[config.mk]
export PLATFORM = sky130hd
export DESIGN_NAME = mdrop_tx
export DESIGN_NICKNAME = d
export VERILOG_FILES = /design/src/rtl/mdrop_tx.sv
export SDC_FILE = /design/constraint.sdc
export NUM_CORES = 1
export LEC_CHECK = 0
export CAP_MARGIN = 20
export CORE_UTILIZATION = 40
export DETAILED_ROUTE_END_ITERATION = 7
export GPL_ROUTABILITY_DRIVEN = 0
export PLACE_DENSITY_LB_ADDON = 0.12
export SETUP_SLACK_MARGIN = 0.5
export SLEW_MARGIN = 10
export SYNTH_ARGS = -nofsm -noshare
export SYNTH_HDL_FRONTEND = slang
export SYNTH_SLANG_ARGS = --single-unit
[constraint.sdc]
create_clock -name clk -period 5.3 [get_ports clk]
set_input_delay 1.59 -clock clk [delete_from_list [all_inputs] [get_ports clk]]
set_output_delay 1.59 -clock clk [all_outputs]
set_load 0.02 [all_outputs]
[src/rtl/mdrop_tx.sv]
module mdrop_tx #(
  parameter int DW = 8,
  parameter int GW = 8
) (
  input  logic          clk,
  input  logic          rst_n,
  input  logic          thr_wr,
  input  logic [DW-1:0] thr_data,
  input  logic          addr_cmd,
  input  logic [GW-1:0] guard_bits,
  input  logic          two_stop,
  input  logic          baud_tick,
  output logic          txd,
  output logic          tx_ready,
  output logic          tx_empty
);
  localparam int CW = (GW > $clog2(DW)) ? GW : $clog2(DW);

  typedef enum logic [2:0] {S_IDLE, S_START, S_DATA, S_MARK, S_STOP, S_GUARD} st_t;

  st_t           state;
  logic [CW-1:0] cnt;
  logic [GW-1:0] greg;
  logic [DW-1:0] shreg, hold_data;
  logic          hold_valid, hold_addr, addr_pend, mark, stop2;
  logic          frame_done, load;

  assign frame_done = (state == S_STOP && cnt == '0 && greg == '0) ||
                      (state == S_GUARD && cnt == '0);
  assign load       = baud_tick && hold_valid && (state == S_IDLE || frame_done);

  always_ff @(posedge clk) begin
    if (!rst_n) begin
      state      <= S_IDLE;
      cnt        <= '0;
      greg       <= '0;
      shreg      <= '0;
      hold_data  <= '0;
      hold_valid <= 1'b0;
      hold_addr  <= 1'b0;
      addr_pend  <= 1'b0;
      mark       <= 1'b0;
      stop2      <= 1'b0;
    end else begin
      if (addr_cmd) addr_pend <= 1'b1;
      if (thr_wr && !hold_valid) begin
        hold_valid <= 1'b1;
        hold_data  <= thr_data;
        hold_addr  <= addr_pend | addr_cmd;
        addr_pend  <= 1'b0;
      end
      if (load) begin
        state      <= S_START;
        shreg      <= hold_data;
        mark       <= hold_addr;
        greg       <= guard_bits;
        stop2      <= two_stop;
        hold_valid <= 1'b0;
      end else if (baud_tick) begin
        case (state)
          S_START: begin
            state <= S_DATA;
            cnt   <= CW'(DW - 1);
          end
          S_DATA: begin
            shreg <= shreg >> 1;
            if (cnt == '0) state <= S_MARK;
            else           cnt   <= cnt - 1'b1;
          end
          S_MARK: begin
            state <= S_STOP;
            cnt   <= stop2 ? CW'(1) : '0;
          end
          S_STOP: begin
            if (cnt != '0) cnt <= cnt - 1'b1;
            else if (greg != '0) begin
              state <= S_GUARD;
              cnt   <= CW'(greg - 1'b1);
            end else state <= S_IDLE;
          end
          S_GUARD: begin
            if (cnt != '0) cnt   <= cnt - 1'b1;
            else           state <= S_IDLE;
          end
          default: state <= S_IDLE;
        endcase
      end
    end
  end

  always_comb begin
    case (state)
      S_START: txd = 1'b0;
      S_DATA:  txd = shreg[0];
      S_MARK:  txd = mark;
      default: txd = 1'b1;
    endcase
  end

  assign tx_ready = !hold_valid;
  assign tx_empty = !hold_valid && state == S_IDLE;

  p_idle_high_r10: assert property (@(posedge clk) disable iff (!rst_n)
    (state == S_IDLE || state == S_GUARD) |-> txd);

  p_empty_implies_ready_r7: assert property (@(posedge clk) disable iff (!rst_n)
    tx_empty |-> tx_ready);

  p_ready_rises_at_start_r8: assert property (@(posedge clk) disable iff (!rst_n)
    $rose(tx_ready) |-> (state == S_START && !txd));

  p_full_write_ignored_r9: assert property (@(posedge clk) disable iff (!rst_n)
    (thr_wr && !tx_ready) |=> $stable(hold_data));

  p_bits_on_ticks_r11: assert property (@(posedge clk) disable iff (!rst_n)
    !$past(baud_tick) |-> $stable(txd));

  p_mark_consumed_r4: assert property (@(posedge clk) disable iff (!rst_n)
    (thr_wr && tx_ready && !addr_cmd) |=> !addr_pend);
endmodule

==> load_flow_metrics.sql <==
INSERT INTO impl_metrics (metric_group, metric, value, unit) VALUES
('synth', 'synth_area', '2200', 'um2'),
('clock_tree', 'postCtsSetupBuffers', '0', ''),
('synth', 'synth.mux.area_fraction', '0', '%'),
('place', 'buffer_ports.inserted', '24', ''),
('critical_path', 'critPathKind', 'reg -> out', ''),
('place', 'placedCellCount', '345', ''),
('place', 'place.detailed.hpwl', '3420', 'um'),
('floorplanning', 'fp.dieH', '76.1', 'um'),
('critical_path', 'largest_fanout_on_the_critical_path', '14', ''),
('timing', 'fin_skew', '0.00546', 'ns'),
('worst_hold_path', 'holdPathStages', '2', ''),
('critical_path', 'regToRegSetupSlack', '2.81', 'ns'),
('critical_path', 'setup.worst_path.end_class', 'output pin', ''),
('critical_path', 'critPathLaunch', 'state[1]', ''),
('routing', 'drc', '0', ''),
('routing', 'viasPerCell', '5.48', ''),
('floorplanning', 'rows', '26', ''),
('critical_path', 'start_kind', 'flop', ''),
('flow_run', 'cap_viol_max_count', '0', ''),
('synth', 'synth_fa_ha_area_share', '2.28', '%'),
('floorplanning', 'total_die_area', '5790', 'um2'),
('synth', 'netlist-cell-type-count', '56', ''),
('synth', 'yosys.area.top_type', 'dfxtp_1', ''),
('timing', 'setup-tns-final', '0', 'ns'),
('timing', 'rsz0062_at_grt', 'false', ''),
('outcome', 'status', 'complete, no violations', ''),
('synth', 'ys_dominant_reg_cell', 'dfxtp_1', ''),
('pwr', 'leak', '0.921', 'nW'),
('synth', 'portion_of_the_post_synthesis_area_used_by_sequential_elements', '36.5', '%'),
('synth', 'combinational_family_with_the_most_area_after_synthesis', 'simple AND/OR/NAND/NOR gates', ''),
('timing', 'hold_violations', '0', ''),
('synth', 'synthTopCellsByCount', 'nand2_1, dfxtp_1, a21oi_1, nor2_1, nand3_1', ''),
('global_route', 'pin_count_of_the_biggest_net_entering_global_routing', '29', ''),
('final_layout', 'antenna-diode-count', '0', ''),
('routing', 'drt-total-wl', '4880', 'um'),
('synth', 'synth_seq_cells', '40', ''),
('place', 'dpl-instance-area', '2450', 'um2'),
('routing', 'drt_iter0_drc', '105', ''),
('critical_path', 'reg2reg_depth', '5', ''),
('timing', 'setup_ws', '1.46', 'ns'),
('synth', 'syn-num-nets', '290', ''),
('synth', 'fraction_of_the_mapped_netlist_area_in_compound_gates', '25.2', '%'),
('clock_tree', 'ctsHtreeMaxLevel', '2', ''),
('clock_tree', 'postCtsResizedCells', '0', ''),
('synth', 'yosysTopAreaCellShare', '36.5', '%'),
('timing', 'headroom_to_the_max_slew_limit', '54.6', '%'),
('clock_tree', 'cts_hold_buf', '0', ''),
('final_layout', 'area.sequential', '801', 'um2'),
('floorplanning', 'core_area', '5200', 'um2'),
('routing', 'wl_per_cell', '13.8', 'um'),
('pwr', 'report.power.total', '0.756', 'mW'),
('clock_tree', 'cts.path.max_buffers', '2', ''),
('worst_hold_path', 'hold_path_startpoint', 'hold_data[5]', ''),
('clock_tree', 'cts_buffers', '5', ''),
('critical_path', 'critPathArrivalTime', '2.25', 'ns'),
('final_layout', 'post_layout_nonfiller_instances', '353', ''),
('global_route', 'groute.usage.overall', '18.2', '%'),
('floorplanning', 'start_util', '42.2', '%'),
('timing', 'timing.fmax', '260', 'MHz'),
('synth', 'syn_area_per_cell', '8.32', 'um2'),
('synth', 'synth_area_leaders', 'dfxtp_1, nand2_1, a21oi_1', ''),
('clock_tree', 'worstSkewPairLatency', '0.29', 'ns'),
('timing', 'timing.final.max_slew_violations', '0', ''),
('synth', 'synthesis.instances', '264', ''),
('synth', 'synth_enable_flop_cells', '0', ''),
('synth', 'synth_xor_xnor_area_share', '4.39', '%'),
('pwr', 'ir_drop', '201', 'uV'),
('global_route', 'globalRouteOverflowTotal', '0', ''),
('synth', 'synthArstFlopShare', '0', '%'),
('routing', 'drtAntennaViolNets', '0', ''),
('final_layout', 'drive_above_1_share', '10.2', '%');
layout make-up:
type	count	share of cell area, %
clock inverters	2	1.37
flip-flops and latches	40	31.3
well taps	70	3.42
inverters	10	1.56
repair buffers	26	9.98
multi-input cells	199	49.5
clock buffers	6	2.84
how the worst max path moves through the flow:
stage | depth (start not counted) | to
2_1_floorplan | 4 | txd
3_3_place_gp | 7 | shreg[2]
3_5_place_dp | 7 | shreg[6]
4_1_cts | 4 | txd
5_1_grt | 4 | txd
6_report | 4 | txd
layout by cell type, fill, tap and decap left out, types with 2 or more instances in the layout:
master            n
nor2b_1           5
nand2_1          53
o21ai_0           4
o21a_1            2
nor4_1            2
o22ai_1           4
dfxtp_1          40
and3_1            5
a311oi_2          3
buf_4             2
xnor2_1           8
nor3_1            6
nor3b_1           3
clkbuf_8          5
nor3b_2           3
nor2_1           12
nor4b_1           2
ha_1              4
nand3_1          10
a32o_1            4
a31oi_1           6
clkdlybuf4s50_1  24
inv_1             8
a21oi_1          29
a22oi_1           3
xor2_1            3
critical path: stages (launching register included):
cell and delay, ns:
dfxtp_1 0.60, nor2b_1 0.36, o21ai_0 0.15, a22oi_1 0.22, clkdlybuf4s50_1 0.63
metrics by stage:
| stage | hold slack [ns] | utilization [%] |
|---|---|---|
| 4_1_cts | 0.459 | 49.1 |
| 3_5_place_dp | 0.447 | 47.0 |
| 3_3_place_gp | 0.443 | 47.0 |
| 2_1_floorplan | 0.432 | - |
| 6_report | 0.458 | 49.2 |
| 5_1_grt | 0.476 | 49.2 |
state kept, by name, indices dropped and copies added, names as in the netlist:
register / flops
state: 3
greg: 8
mark: 1
stop2: 1
shreg: 8
addr_pend: 1
hold_addr: 1
hold_data: 8
cnt: 8
hold_valid: 1
cell families (layout without fill, tap and decap cells):
kind of cell    Yosys count  in the layout
fa+ha+maj                 4              4
simple gates            111            111
buf+inv                  25             44
xor+xnor                 11             11
flops                    40             40
compound gates           73             73
report_power, final:
part           internal [mW]  switching (mW)
Sequential             0.317          0.0181
Combinational         0.0780          0.0950
Clock                  0.140           0.108
metal layers:
layer  share of wire (%)  wire length, um  global-route usage, %  up-vias
met2                  45             2200                   28.0       23
met4                0.98               48                   5.19        0
met3                 3.1              149                   3.35        5
met1                  51             2480                   25.8      929
met5                   0                0                      0        -
li1                    -                -                      -      977
Note: power is estimated with default switching activity, not from simulation.
